**src/rtl/sdd_pkg.sv**
```systemverilog
package sdd_pkg;
  localparam int unsigned WORD_BYTES = 4;
  localparam int unsigned DESC_WORDS = 4;
  localparam int unsigned STS_W      = 10;
  localparam int unsigned HOLD_BIT   = 31;
  localparam int unsigned LAST_BIT   = 2;
  localparam int unsigned SUM_BIT    = 8;
  localparam int unsigned RXF_BIT    = 1;
  localparam int unsigned TXF_BIT    = 0;

  typedef enum logic [3:0] {
    ST_IDLE, ST_WAIT_CARD, ST_FETCH, ST_SETUP, ST_RD, ST_TX,
    ST_RX, ST_WR, ST_GAP, ST_WB, ST_FINISH
  } dma_state_e;

  // zero or oversize selects the build maximum
  function automatic logic [31:0] sdd_clamp(input logic [31:0] raw, input logic [31:0] max_b);
    return (raw == 32'd0 || raw > max_b) ? max_b : raw;
  endfunction

  function automatic logic [31:0] sdd_min(input logic [31:0] a, input logic [31:0] b);
    return (a < b) ? a : b;
  endfunction

  // bytes credited for one word move
  function automatic logic [31:0] sdd_step(input logic [31:0] left);
    return (left >= WORD_BYTES) ? WORD_BYTES : left;
  endfunction

  function automatic logic [31:0] sdd_buf_addr(input logic [31:0] base, input logic [31:0] off);
    return {base[31:2], 2'b00} + off;
  endfunction
endpackage

```
**src/rtl/sdd_byte_track.sv**
```systemverilog
module sdd_byte_track
  import sdd_pkg::*;
(
  input  logic        clk,
  input  logic        rst_n,
  input  logic        load_total,
  input  logic [31:0] total,
  input  logic        load_desc,
  input  logic [31:0] desc_limit,
  input  logic        step_en,
  output logic [31:0] rem,
  output logic [31:0] desc_left,
  output logic        last_word
);
  logic [31:0] step;
  assign step      = sdd_step(desc_left);
  assign last_word = (desc_left <= WORD_BYTES);

  always_ff @(posedge clk or negedge rst_n) begin
    if (!rst_n) begin
      rem       <= '0;
      desc_left <= '0;
    end else begin
      if (load_total)   rem <= total;
      else if (step_en) rem <= rem - step;
      if (load_desc)    desc_left <= sdd_min(desc_limit, rem);
      else if (step_en) desc_left <= desc_left - step;
    end
  end
endmodule

```
**src/rtl/sdd_burst.sv**
```systemverilog
module sdd_burst #(
  parameter int unsigned BURST_WORDS = 256
) (
  input  logic clk,
  input  logic rst_n,
  input  logic clear,
  input  logic word_done,
  output logic full
);
  localparam int unsigned CW = $clog2(BURST_WORDS + 1);
  logic [CW-1:0] cnt;

  assign full = (cnt == CW'(BURST_WORDS - 1));

  always_ff @(posedge clk or negedge rst_n) begin
    if (!rst_n)         cnt <= '0;
    else if (clear)     cnt <= '0;
    else if (word_done) cnt <= cnt + 1'b1;
  end
endmodule

```
**src/rtl/sdd_dma_status.sv**
```systemverilog
module sdd_dma_status
  import sdd_pkg::*;
(
  input  logic             clk,
  input  logic             rst_n,
  input  logic             set_tx,
  input  logic             set_rx,
  input  logic             clr_en,
  input  logic [STS_W-1:0] clr_bits,
  output logic [STS_W-1:0] sts
);
  logic [STS_W-1:0] clr_mask, set_mask;

  assign clr_mask = clr_en ? clr_bits : '0;
  assign set_mask = (set_tx ? (STS_W'(1) << TXF_BIT) : '0)
                  | (set_rx ? (STS_W'(1) << RXF_BIT) : '0)
                  | ((set_tx | set_rx) ? (STS_W'(1) << SUM_BIT) : '0);

  always_ff @(posedge clk or negedge rst_n) begin
    if (!rst_n) sts <= '0;
    else        sts <= (sts & ~clr_mask) | set_mask;
  end
endmodule

```
**src/rtl/sd_desc_dma.sv**
```systemverilog
module sd_desc_dma
  import sdd_pkg::*;
#(
  parameter bit          LARGE_BUFFERS = 1'b0,
  parameter int unsigned BURST_BYTES   = 1024
) (
  input  logic             clk,
  input  logic             rst_n,
  input  logic             dma_en,
  input  logic             to_card,
  input  logic [31:0]      desc_base,
  input  logic [31:0]      byte_count,
  input  logic [31:0]      block_size,
  input  logic             start,
  input  logic             card_rx_ready,
  output logic             mem_req,
  output logic             mem_we,
  output logic [31:0]      mem_addr,
  output logic [31:0]      mem_wdata,
  input  logic             mem_ack,
  input  logic [31:0]      mem_rdata,
  output logic             tx_valid,
  output logic [31:0]      tx_data,
  input  logic             tx_ready,
  input  logic             rx_valid,
  input  logic [31:0]      rx_data,
  output logic             rx_ready,
  input  logic             sts_wr,
  input  logic [STS_W-1:0] sts_wdata,
  output logic [STS_W-1:0] dma_status,
  output logic             xfer_done,
  output logic             busy,
  output logic [31:0]      rem_bytes
);
  localparam logic [31:0] MAX_DESC    = LARGE_BUFFERS ? 32'd65536 : 32'd8192;
  localparam int unsigned BURST_WORDS = BURST_BYTES / WORD_BYTES;
  localparam int unsigned IDX_W       = $clog2(DESC_WORDS);

  dma_state_e        state, state_n;
  logic [31:0]       desc_w [DESC_WORDS];
  logic [31:0]       desc_ptr, buf_off, data_hold;
  logic [IDX_W-1:0]  widx;
  logic              dir_tx;

  // named events for the checker
  logic accept, fetch_ack, rd_ack, wr_ack, wb_ack, tx_fire, rx_fire, word_done;
  logic wb_phase, burst_full, last_word, desc_is_last;
  logic [31:0] desc_left, desc_limit;

  assign accept    = (state == ST_IDLE) && start && dma_en
                   && (byte_count != 32'd0) && (block_size != 32'd0);
  assign fetch_ack = (state == ST_FETCH) && mem_ack;
  assign rd_ack    = (state == ST_RD) && mem_ack;
  assign wr_ack    = (state == ST_WR) && mem_ack;
  assign wb_ack    = (state == ST_WB) && mem_ack;
  assign tx_fire   = (state == ST_TX) && tx_ready;
  assign rx_fire   = (state == ST_RX) && rx_valid;
  assign word_done = tx_fire || wr_ack;
  assign wb_phase  = (state == ST_WB);
  assign desc_is_last = desc_w[0][LAST_BIT];
  assign desc_limit   = sdd_clamp(desc_w[1], MAX_DESC);

  assign busy      = (state != ST_IDLE);
  assign xfer_done = (state == ST_FINISH);
  assign tx_valid  = (state == ST_TX);
  assign tx_data   = data_hold;
  assign rx_ready  = (state == ST_RX);

  // memory port
  always_comb begin
    mem_req   = 1'b0;
    mem_we    = 1'b0;
    mem_addr  = '0;
    mem_wdata = '0;
    unique case (state)
      ST_FETCH: begin
        mem_req  = 1'b1;
        mem_addr = desc_ptr + {28'd0, widx, 2'b00};
      end
      ST_RD: begin
        mem_req  = 1'b1;
        mem_addr = sdd_buf_addr(desc_w[2], buf_off);
      end
      ST_WR: begin
        mem_req   = 1'b1;
        mem_we    = 1'b1;
        mem_addr  = sdd_buf_addr(desc_w[2], buf_off);
        mem_wdata = data_hold;
      end
      ST_WB: begin
        mem_req   = 1'b1;
        mem_we    = 1'b1;
        mem_addr  = desc_ptr;
        mem_wdata = desc_w[0] & ~(32'd1 << HOLD_BIT);
      end
      default: ;
    endcase
  end

  // next state
  always_comb begin
    state_n = state;
    unique case (state)
      ST_IDLE:      if (accept) state_n = to_card ? ST_FETCH : ST_WAIT_CARD;
      ST_WAIT_CARD: if (card_rx_ready) state_n = ST_FETCH;
      ST_FETCH:     if (fetch_ack && widx == IDX_W'(DESC_WORDS - 1)) state_n = ST_SETUP;
      ST_SETUP:     state_n = dir_tx ? ST_RD : ST_RX;
      ST_RD:        if (rd_ack) state_n = ST_TX;
      ST_RX:        if (rx_fire) state_n = ST_WR;
      ST_TX, ST_WR: begin
        if (word_done) begin
          if (last_word)       state_n = ST_WB;
          else if (burst_full) state_n = ST_GAP;
          else                 state_n = dir_tx ? ST_RD : ST_RX;
        end
      end
      ST_GAP:       state_n = dir_tx ? ST_RD : ST_RX;
      ST_WB:        if (wb_ack) state_n = (desc_is_last || rem_bytes == 32'd0) ? ST_FINISH : ST_FETCH;
      ST_FINISH:    state_n = ST_IDLE;
      default:      state_n = ST_IDLE;
    endcase
  end

  always_ff @(posedge clk or negedge rst_n) begin
    if (!rst_n) begin
      state     <= ST_IDLE;
      desc_ptr  <= '0;
      buf_off   <= '0;
      data_hold <= '0;
      widx      <= '0;
      dir_tx    <= 1'b0;
    end else begin
      state <= state_n;
      if (accept) begin
        desc_ptr <= desc_base;
        dir_tx   <= to_card;
        widx     <= '0;
      end
      if (fetch_ack) widx <= widx + 1'b1;
      if (state == ST_SETUP) buf_off <= '0;
      else if (word_done)    buf_off <= buf_off + WORD_BYTES;
      if (rd_ack)  data_hold <= mem_rdata;
      if (rx_fire) data_hold <= rx_data;
      if (wb_ack)  desc_ptr  <= desc_w[3];
    end
  end

  // descriptor word capture, one register per word
  for (genvar gi = 0; gi < DESC_WORDS; gi++) begin : g_desc
    always_ff @(posedge clk or negedge rst_n) begin
      if (!rst_n) desc_w[gi] <= '0;
      else if (fetch_ack && widx == IDX_W'(gi)) desc_w[gi] <= mem_rdata;
    end
  end

  sdd_byte_track u_track (
    .clk        (clk),
    .rst_n      (rst_n),
    .load_total (accept),
    .total      (byte_count),
    .load_desc  (state == ST_SETUP),
    .desc_limit (desc_limit),
    .step_en    (word_done),
    .rem        (rem_bytes),
    .desc_left  (desc_left),
    .last_word  (last_word)
  );

  sdd_burst #(.BURST_WORDS(BURST_WORDS)) u_burst (
    .clk       (clk),
    .rst_n     (rst_n),
    .clear     (state == ST_SETUP || state == ST_GAP),
    .word_done (word_done),
    .full      (burst_full)
  );

  sdd_dma_status u_status (
    .clk      (clk),
    .rst_n    (rst_n),
    .set_tx   (xfer_done && dir_tx),
    .set_rx   (xfer_done && !dir_tx),
    .clr_en   (sts_wr),
    .clr_bits (sts_wdata),
    .sts      (dma_status)
  );
endmodule

```
**config.mk**
```make
export PLATFORM = sky130hd
export DESIGN_NAME = sd_desc_dma
export DESIGN_NICKNAME = d
export VERILOG_FILES = /design/src/rtl/sdd_pkg.sv /design/src/rtl/sdd_byte_track.sv /design/src/rtl/sdd_burst.sv /design/src/rtl/sdd_dma_status.sv /design/src/rtl/sd_desc_dma.sv
export SDC_FILE = /design/constraint.sdc
export NUM_CORES = 1
export LEC_CHECK = 0
export BUFFER_PORTS_ARGS = -buffer_cell sky130_fd_sc_hd__buf_4
export CAP_MARGIN = 15
export CORE_MARGIN = 3
export CORE_UTILIZATION = 60
export DETAILED_ROUTE_END_ITERATION = 7
export PLACE_DENSITY = 0.83
export SKIP_CTS_REPAIR_TIMING = 1
export SLEW_MARGIN = 5
export SYNTH_ARGS = -nofsm -noshare
export SYNTH_HDL_FRONTEND = slang
export SYNTH_SLANG_ARGS = --single-unit
```
**constraint.sdc**
```tcl
create_clock -name clk -period 10.2 [get_ports clk]
set_input_delay 0 -clock clk [delete_from_list [all_inputs] [get_ports clk]]
set_output_delay 0 -clock clk [all_outputs]
set_load 0.01 [all_outputs]
```
==> results.md, run 1 <==
* Outcome: finished, final reports clean
* Asr flop ratio synth at 1.000
* Tmin final at 5564 ps
* Worst path top cell family by delay: simple AND/OR/NAND/NOR gates
* Starting density of the core at 0.6123
* Finished Layout Cells at 2922
* Slew @ Worst Pin at 1201 ps
* Crit path buffers/inverters at 1
* Skew final at 17.07 ps
* Syn-to-layout area delta at 31.58%
* Rel. slew slack at 0.1994
* First-pass GRT wire length at 92710 µm
* Static leakage at 12.22 nW
* # clock sinks at 309
* PortBufs at 323
* Final worst path period share at 0.5455
* Post-route ant nets at 0
* Placed cell count at 2673
* Syn. warnings at 0
* Vias in the first global route at 17050
* Average cell area after synthesis at 9.534 µm²
* Critical Path RT at 10610 ps
* Stages on worst setup path at 17
* Worst-case reg-to-reg path depth at 17
* CP max stage cell: or4_1
* Max clock buf depth at 3
* H-tree levels at 2
* P per Cell Area at 207.9 nW/µm²
* Root Buffer: clkbuf_16
* Critical Path Sink Type: register
* Most common cell after layout, fill and taps aside: buf_4
* Max Cap Viol at 0
* Worst skew pair latency at 540 ps
* WP data arrival at 5970 ps
* Hold Path Cell Cnt at 5
* Reg clk slew, reported paths at 60 ps
* Die Width at 183.4 µm
* Slew Limit Fails at 0
* Hold Crit Class: primary input to register
* Unrepaired setup endpoints after global routing: false
* Routed WL at 69740 µm
* IO Pins at 324
* Finish-stage setup viols at 0
* Crit-path max cell delay at 680 ps
* Fill cells at 1784
* Peak supply drop at 0.0001917 V
* Pre-antenna DRT Iters at 8
* Cells after synthesis at 1980
* Core area at 30830 µm²
* Crit Path Max Fanout at 9
* WL per Instance at 23.87 µm
* GR Util All Layers at 0.3478
* Initial drt markers at 2018
* Worst-path cell chain: or4_4 > or4_4 > or4_1 > nor2_1 > and2_1 > ha_1 > inv_1 > fa_1 > a211oi_1 > o211ai_1 > and2_1 > a2bb2oi_1 > a21boi_0 > o21a_1 > o41ai_1 > mux2i_1 > o21ai_0
* GP Congestion at 0.9648
* Synth Flop Type: dfrtp_1
* Sequential fraction of the synthesis area at 0.4096
* Most frequent cells in the layout: buf_4, dfrtp_1, nor2_1, dlygate4sd3_1
* Via count at 18970
* Dpl hpwl at 43590 µm
* Total negative slack at 0 ps
* Die height at 183.4 µm
* Critical path type: register to register
* FF+latch count, synth at 309
* Total gr overflow at 0
* Via-to-Cell Ratio at 6.491
* Worst setup SP type: register
* Final Hold Fails at 0
* Post-synth EDFFs at 0
* Nets@finish at 2778
* CTS tree: built
* Largest net degree at the start of global routing at 139
* DRC viols at 0
* Post-synth cell types at 75
* Die footprint at 33630 µm²
* Max Fclk at 0.1797 GHz
* Synthesized area at 18880 µm²
* Final Power at 0.005164 W
* Layout cells sized above 1 at 0.2206
* Cell Rows at 64
* Antenna violations before repair at 2
* Total CTS buffers at 35
path summary, 6_finish.rpt:
check | start | endpoint | slack, ps
min in group asynchronous | rst_n | desc_w[59] | 80
max in group asynchronous | rst_n | desc_w[93] | 8370
max | u_track.desc_left[22] | u_track.rem[24] | 4640
max reg2reg | u_track.desc_left[22] | u_track.rem[24] | 4640
min reg2reg | u_status.sts[1] | u_status.sts[1] | 510
min | start | dir_tx | 20
cell type report:
class / instances / area, µm² / share of cell area
clock buffers: 47 / 980.9 / 0.03949
inverters: 62 / 232.7 / 0.009369
diodes: 6 / 15.01 / 0.0006044
well taps: 396 / 495.5 / 0.01995
multi-input cells: 1566 / 10790 / 0.4345
repair buffers: 520 / 4362 / 0.1756
clock inverters: 16 / 227.7 / 0.009167
flip-flops and latches: 309 / 7732 / 0.3113
cells by family after synthesis:
group           count (synthesis)  synth area share
other cells                     2         0.0003978
simple gates                  607            0.1590
compound gates                536            0.1844
flops                         309            0.4096
fa+ha+maj                     104           0.07012
xor+xnor                       95           0.04407
mux                           177            0.1023
buf+inv                       150           0.03009
worst reg2reg max path, delay by kind of cell, from the launching register on:
| family | cells | cell delay, ps |
|---|---|---|
| buf+inv | 1 | 50 |
| compound gates | 7 | 1710 |
| mux | 1 | 230 |
| simple gates | 6 | 2430 |
| flops | 1 | 440 |
| fa+ha+maj | 2 | 580 |
registers in the layout, indices dropped and copies added (netlist names):
name,count
desc_ptr,32
u_track.desc_left,32
buf_off,30
dir_tx,1
state,4
desc_w,124
tx_data,32
desc_is_last,1
u_track.rem,32
u_burst.cnt,9
u_status.sts,10
widx,2
power breakdown:
group          switching [W]  leakage (nW)  total (W)  internal [W]
Clock               0.000569         0.588    0.00136      0.000791
Sequential          0.000283          4.13    0.00168       0.00140
Combinational        0.00115          7.51    0.00212      0.000977
Total                0.00200          12.2    0.00516       0.00317
cell usage after synthesis (all sizes together) (7+ instances only):
cell / count / share of area
a21boi: 11 / 0.0044
and4: 8 / 0.0037
xor2: 47 / 0.022
nor2b: 21 / 0.0070
o21ai: 131 / 0.035
mux2: 128 / 0.076
a21oi: 126 / 0.033
dfrtp: 309 / 0.41
xnor2: 48 / 0.022
or4: 12 / 0.0056
o21a: 14 / 0.0056
clkbuf: 69 / 0.014
a22o: 33 / 0.015
nand3: 47 / 0.012
nor2: 211 / 0.042
a21o: 35 / 0.014
a22oi: 37 / 0.015
mux2i: 49 / 0.026
o221ai: 12 / 0.0056
o22ai: 44 / 0.015
inv: 62 / 0.012
and3: 26 / 0.0086
a31oi: 12 / 0.0040
nand4: 25 / 0.0083
nand2: 120 / 0.024
o211ai: 12 / 0.0048
or3: 18 / 0.0060
nor4: 41 / 0.016
and2: 21 / 0.0070
o21bai: 8 / 0.0038
nand2b: 10 / 0.0033
or2: 7 / 0.0026
ha: 101 / 0.067
buf: 19 / 0.0040
nor3: 31 / 0.0085
a211oi: 15 / 0.0066
layer usage:
layer	share of wire	vias to the layer above	routed length (µm)	track usage
li1	-	8265	-	-
met1	0.37	9148	25780	0.4846
met3	0.12	295	8221	0.07438
met2	0.47	1259	32450	0.5465
met5	0	-	0	0
met4	0.047	0	3280	0.1152
per-stage QoR:
stage               setup slack [ps]  instance area [µm²]    util  hold WS (ps)
floorplan                       5482                19050       -        -295.6
global placement                4916                21810  0.7076         194.6
detailed placement              4821                21810  0.7076         196.9
CTS                             4759                23020  0.7468        -353.7
global route                    4398                24830  0.8055         68.15
finish                          4636                24840  0.8057         23.48
No activity file was read; power rests on OpenSTA's default activity.
==> run 2, diff against run 1 <==
Settings changed: CORE_UTILIZATION 60 to 57, PLACE_DENSITY 0.83 to 0.79.
Clock period 10.2 ns to 5.4 ns, I/O delays scaled along.
==> results.md, run 2 (synthesis gave the netlist of run 1 again) <==
* GP Congestion at 0.9536 (was 0.9648)
* Most frequent cells in the layout: buf_4, dfrtp_1, nor2_1, dlygate4sd3_1 (unchanged)
* Critical Path RT at 5820 ps (was 10610 ps)
* Crit path buffers/inverters at 1 (unchanged)
* GR Layer Usage met3 at 0.06506 (was 0.07438)
* Total gr overflow at 0 (unchanged)
* Starting density of the core at 0.5787 (was 0.6123)
* Largest register by flop count: desc_w (unchanged)
* First-pass GRT wire length at 92500 µm (was 92710 µm)
* Skew final at 17.06 ps (was 17.07 ps)
* Crit Path Max Fanout at 4 (was 9)
* Met1 Use GR at 0.4579 (was 0.4846)
* Die footprint at 35340 µm² (was 33630 µm²)
* Critical Path Sink Type: register (unchanged)
* Slew @ Worst Pin at 1109 ps (was 1201 ps)
* Finish-stage setup viols at 0 (unchanged)
* DRC viols at 0 (unchanged)
* Core area at 32620 µm² (was 30830 µm²)
* Total negative slack at 0 ps (unchanged)
* Tmin final at 5144 ps (was 5564 ps)
* Nets@finish at 2786 (was 2778)
* Critical path type: register to register (unchanged)
* Rel. slew slack at 0.2589 (was 0.1994)
* Via count at 18620 (was 18970)
* Fin util at 0.7651 (was 0.8057)
* Routed WL at 66810 µm (was 69740 µm)
* Hold Crit Class: primary input to register (unchanged)
* Max clock buf depth at 3 (unchanged)
* Vias in the first global route at 16910 (was 17050)
* Initial drt markers at 1693 (was 2018)
* Via-to-Cell Ratio at 6.266 (was 6.491)
* GRT met2 Usage at 0.5110 (was 0.5465)
* Pre-antenna DRT Iters at 5 (was 8)
* Fin Hold WS at 99.89 ps (was 23.48 ps)
* Crit-path max cell delay at 600 ps (was 680 ps)
* WL per Instance at 22.49 µm (was 23.87 µm)
* Die Width at 188.0 µm (was 183.4 µm)
* Final worst slack at 255.5 ps (was 4636 ps)
* Slew Limit Fails at 0 (unchanged)
* Antenna violations before repair at 3 (was 2)
* Most common cell after layout, fill and taps aside: buf_4 (unchanged)
* Worst path top cell family by delay: simple AND/OR/NAND/NOR gates (unchanged)
* Max FFs per register at 124 (unchanged)
* Reg clk slew, reported paths at 60 ps (about the same)
* Worst skew pair latency at 540 ps (about the same)
* GR Util All Layers at 0.3262 (was 0.3478)
* Largest net degree at the start of global routing at 133 (was 139)
* Total CTS buffers at 36 (was 35)
* Dpl hpwl at 43050 µm (was 43590 µm)
* Layout cells sized above 1 at 0.2241 (was 0.2206)
* Syn-to-layout area delta at 32.20% (was 31.58%)
* Worst-path cell chain: or4_4 > or4_4 > or4_1 > nor2_1 > and2_1 > ha_1 > inv_1 > fa_1 > a211oi_1 > o211ai_1 > and2_1 > a2bb2oi_2 > a21boi_0 > o21a_1 > o41ai_2 > mux2i_1 > o21ai_0 (was or4_4 > or4_4 > or4_1 > nor2_1 > and2_1 > ha_1 > inv_1 > fa_1 > a211oi_1 > o211ai_1 > and2_1 > a2bb2oi_1 > a21boi_0 > o21a_1 > o41ai_1 > mux2i_1 > o21ai_0)
* H-tree levels at 2 (unchanged)
* WP data arrival at 5560 ps (was 5970 ps)
* Die height at 188.0 µm (was 183.4 µm)
* P per Cell Area at 386.0 nW/µm² (was 207.9 nW/µm²)
* CP max stage cell: or4_4 (was or4_1)
* # clock sinks at 309 (unchanged)
* Peak supply drop at 0.0003479 V (was 0.0001917 V)
* Final Hold Fails at 0 (unchanged)
* Worst setup SP type: register (unchanged)
* Cell Rows at 66 (was 64)
* Final worst path period share at 0.9527 (was 0.5455)
* IO Pins at 324 (unchanged)
* Unrepaired setup endpoints after global routing: false (unchanged)
* Root Buffer: clkbuf_16 (unchanged)
* Max Cap Viol at 0 (unchanged)
* PortBufs at 323 (unchanged)
* Max Fclk at 0.1944 GHz (was 0.1797 GHz)
* Post-route ant nets at 0 (unchanged)
* GRT busiest layer: met2 (unchanged)
* CTS tree: built (unchanged)
* Outcome: finished, final reports clean (unchanged)
* Setup WS pre-CTS at 161.6 ps (was 4821 ps)
* Static leakage at 12.26 nW (was 12.22 nW)
[run 2: power breakdown]
group	internal, W	total (W)	switching (W)
sequential	0.00264	0.00317	0.000530
combinational	0.00186	0.00399	0.00213
clock	0.00140	0.00247	0.00107
[run 2: final cells by class]
| type | instances | area (µm²) |
|---|---|---|
| Multi-Input combinational cell | 1566 | 10820 |
| Sequential cell | 309 | 7732 |
| Fill cell | 2131 | 7661 |
| Timing Repair Buffer | 527 | 4429 |
| Clock buffer | 48 | 1026 |
| Tap cell | 442 | 553.0 |
| Inverter | 62 | 232.7 |
| Clock inverter | 14 | 161.4 |
| Antenna cell | 3 | 7.507 |
[run 2: worst min-delay path: stages]
cell and delay, ps:
buf_4 110, nand4_1 100, nor3_2 70, buf_4 190, nand2_1 90, nand2_1 40
[run 2: stage by stage]
step                      cell area (µm²)  total power (W)  cells
after global routing                24960          0.01010   2971
after global placement              21930         0.006567   2725
after floorplan                     19050         0.005231   2025
after CTS                           23120         0.009123   2787
final                               24960         0.009634   2971
after detailed placement            21930         0.006656   2725
[run 2: path summary, 6_finish.rpt]
check | cells past startpoint | endpoint | slack [ps] | start
worst min-delay path | 6 | dir_tx | 100 | start
worst max register to register | 17 | u_track.rem[24] | 260 | u_track.desc_left[22]
worst max-delay path | 17 | u_track.rem[24] | 260 | u_track.desc_left[22]
max in group asynchronous | 3 | desc_w[45] | 3690 | rst_n
worst min register to register | 2 | desc_ptr[0] | 500 | desc_ptr[0]
min in group asynchronous | 2 | desc_ptr[29] | 180 | rst_n
[run 2: metal layers]
metal  wire length (µm)  vias to the layer above
met3               6147                      204
met4               2702                        0
met5                  0                        -
met1              26740                     9038
li1                   -                     8304
met2              31220                     1069
==> run 3, diff against run 2 <==
Settings changed: CORE_MARGIN 3 to unset, TNS_END_PERCENT set to 30.
==> results.md, run 3 (synthesis gave the netlist of run 1 again) <==
* Outcome: finished with violations (was finished, final reports clean)
* Failing checks: hold timing
* Static leakage at 12.26 nW (about the same)
* # clock sinks at 309 (unchanged)
* Total CTS buffers at 35 (was 36)
* Worst setup SP type: register (unchanged)
* Post-route ant nets at 0 (unchanged)
* Dpl hpwl at 42420 µm (was 43050 µm)
* CP max stage cell: or4_4 (unchanged)
* Worst skew pair latency at 550 ps (was 540 ps)
* Antenna violations before repair at 3 (unchanged)
* Layout cells sized above 1 at 0.2232 (was 0.2241)
* Core area at 32540 µm² (was 32620 µm²)
* Metal3 WL at 6716 µm (was 6147 µm)
* Root Buffer: clkbuf_16 (unchanged)
* Worst-path cell chain: or4_4 > or4_4 > or4_1 > nor2_1 > and2_1 > ha_1 > inv_1 > fa_1 > a211oi_1 > o211ai_1 > and2_1 > a2bb2oi_1 > a21boi_0 > o21a_1 > o41ai_2 > mux2i_1 > o21ai_0 (was or4_4 > or4_4 > or4_1 > nor2_1 > and2_1 > ha_1 > inv_1 > fa_1 > a211oi_1 > o211ai_1 > and2_1 > a2bb2oi_2 > a21boi_0 > o21a_1 > o41ai_2 > mux2i_1 > o21ai_0)
* Initial drt markers at 1968 (was 1693)
* Critical path type: register to register (unchanged)
* Crit Path Max Fanout at 4 (unchanged)
* Pre-antenna DRT Iters at 5 (unchanged)
* Final Hold Fails at 23 (was 0)
* Slew @ Worst Pin at 1132 ps (was 1109 ps)
* Skew final at 21.55 ps (was 17.06 ps)
* Unrepaired setup endpoints after global routing: false (unchanged)
* Stages on worst setup path at 17 (unchanged)
* GR Util All Layers at 0.3432 (was 0.3262)
* Slew Limit Fails at 0 (unchanged)
* Vias in the first global route at 16570 (was 16910)
* Reg clk slew, reported paths at 70 ps (was 60 ps)
* GP Congestion at 0.9467 (was 0.9536)
* Finish-stage setup viols at 0 (unchanged)
* Die footprint at 33850 µm² (was 35340 µm²)
* Critical Path Sink Type: register (unchanged)
* Total negative slack at 0 ps (unchanged)
* Max FFs per register at 124 (unchanged)
* Most common cell after layout, fill and taps aside: buf_4 (unchanged)
* Max Fclk at 0.1911 GHz (was 0.1944 GHz)
* Rel. slew slack at 0.2453 (was 0.2589)
* Most frequent cells in the layout: buf_4, dfrtp_1, nor2_1, dlygate4sd3_1 (unchanged)
* Nets@finish at 2785 (was 2786)
* P per Cell Area at 384.6 nW/µm² (was 386.0 nW/µm²)
* IO Pins at 324 (unchanged)
* Top layer in use: met4 (unchanged)
* Syn-to-layout area delta at 32.07% (was 32.20%)
* Final worst path period share at 0.9692 (was 0.9527)
* Die Width at 184.0 µm (was 188.0 µm)
* WL per Instance at 22.62 µm (was 22.49 µm)
* Critical Path RT at 5800 ps (was 5820 ps)
* Fin Hold WS at -35.45 ps (was 99.89 ps)
* H-tree levels at 2 (unchanged)
* Routed wl met2 at 31460 µm (was 31220 µm)
* Fill cells at 2151 (was 2131)
* Max clock buf depth at 3 (unchanged)
* WP data arrival at 5630 ps (was 5560 ps)
* Largest register by flop count: desc_w (unchanged)
* Fin util at 0.7663 (was 0.7651)
* Peak supply drop at 0.0003693 V (was 0.0003479 V)
* First-pass GRT wire length at 90290 µm (was 92500 µm)
* PortBufs at 323 (unchanged)
* DRT met1 WL at 26340 µm (was 26740 µm)
* Max Cap Viol at 0 (unchanged)
* Worst-case reg-to-reg path depth at 17 (unchanged)
* Starting density of the core at 0.5802 (was 0.5787)
* Hold Crit Class: primary input to asynchronous set/reset pin (was primary input to register)
* Tmin final at 5234 ps (was 5144 ps)
* Cell Rows at 66 (unchanged)
* Via-to-Cell Ratio at 6.324 (was 6.266)
* Via count at 18800 (was 18620)
* Crit-path max cell delay at 570 ps (was 600 ps)
* Die height at 184.0 µm (was 188.0 µm)
* Worst path top cell family by delay: simple AND/OR/NAND/NOR gates (unchanged)
* CTS tree: built (unchanged)
* DRC viols at 0 (unchanged)
* Crit path buffers/inverters at 1 (unchanged)
* Routed WL at 67250 µm (was 66810 µm)
* Total gr overflow at 0 (unchanged)
* Largest net degree at the start of global routing at 192 (was 133)
[run 3: layer usage]
metal	global-route usage	up-vias
li1	-	8301
met1	0.4839	9165
met2	0.5329	1112
met3	0.06775	224
met4	0.1047	0
met5	0	-
[run 3: layout make-up]
type / instances / area [µm²] / area share
diodes: 4 / 10.01 / 0.0004015
clock inverters: 16 / 147.6 / 0.005922
inverters: 62 / 232.7 / 0.009334
clock buffers: 47 / 1001 / 0.04015
multi-input cells: 1566 / 10800 / 0.4333
flip-flops and latches: 309 / 7732 / 0.3101
repair buffers: 527 / 4452 / 0.1786
well taps: 442 / 553.0 / 0.02218
[run 3: path summary, 6_finish.rpt]
| check | from | end | slack [ps] |
|---|---|---|---|
| min in group clk | tx_ready | u_track.rem[9] | 120 |
| worst max register to register | u_track.desc_left[22] | u_track.rem[24] | 170 |
| worst min-delay path | rst_n | desc_ptr[27] | -40 |
| worst min register to register | u_status.sts[8] | u_status.sts[8] | 480 |
| worst max-delay path | u_track.desc_left[22] | u_track.rem[24] | 170 |
| max in group asynchronous | rst_n | u_track.rem[10] | 3990 |
[run 3: through the flow]
stage          total power, W  worst slack [ps]  cell area, µm²  cells
2_1_floorplan        0.005231             682.2           19050   2025
3_3_place_gp         0.006538             338.0           21910   2723
3_5_place_dp         0.006643             245.2           21910   2723
4_1_cts              0.009044             187.9           23060   2786
5_1_grt               0.01003             3.871           24930   2972
6_report             0.009589             166.5           24930   2973
[run 3: power breakdown]
group          internal (W)  switching [W]
Combinational       0.00186        0.00213
Sequential          0.00264       0.000525
Clock               0.00137        0.00106
Total               0.00588        0.00371
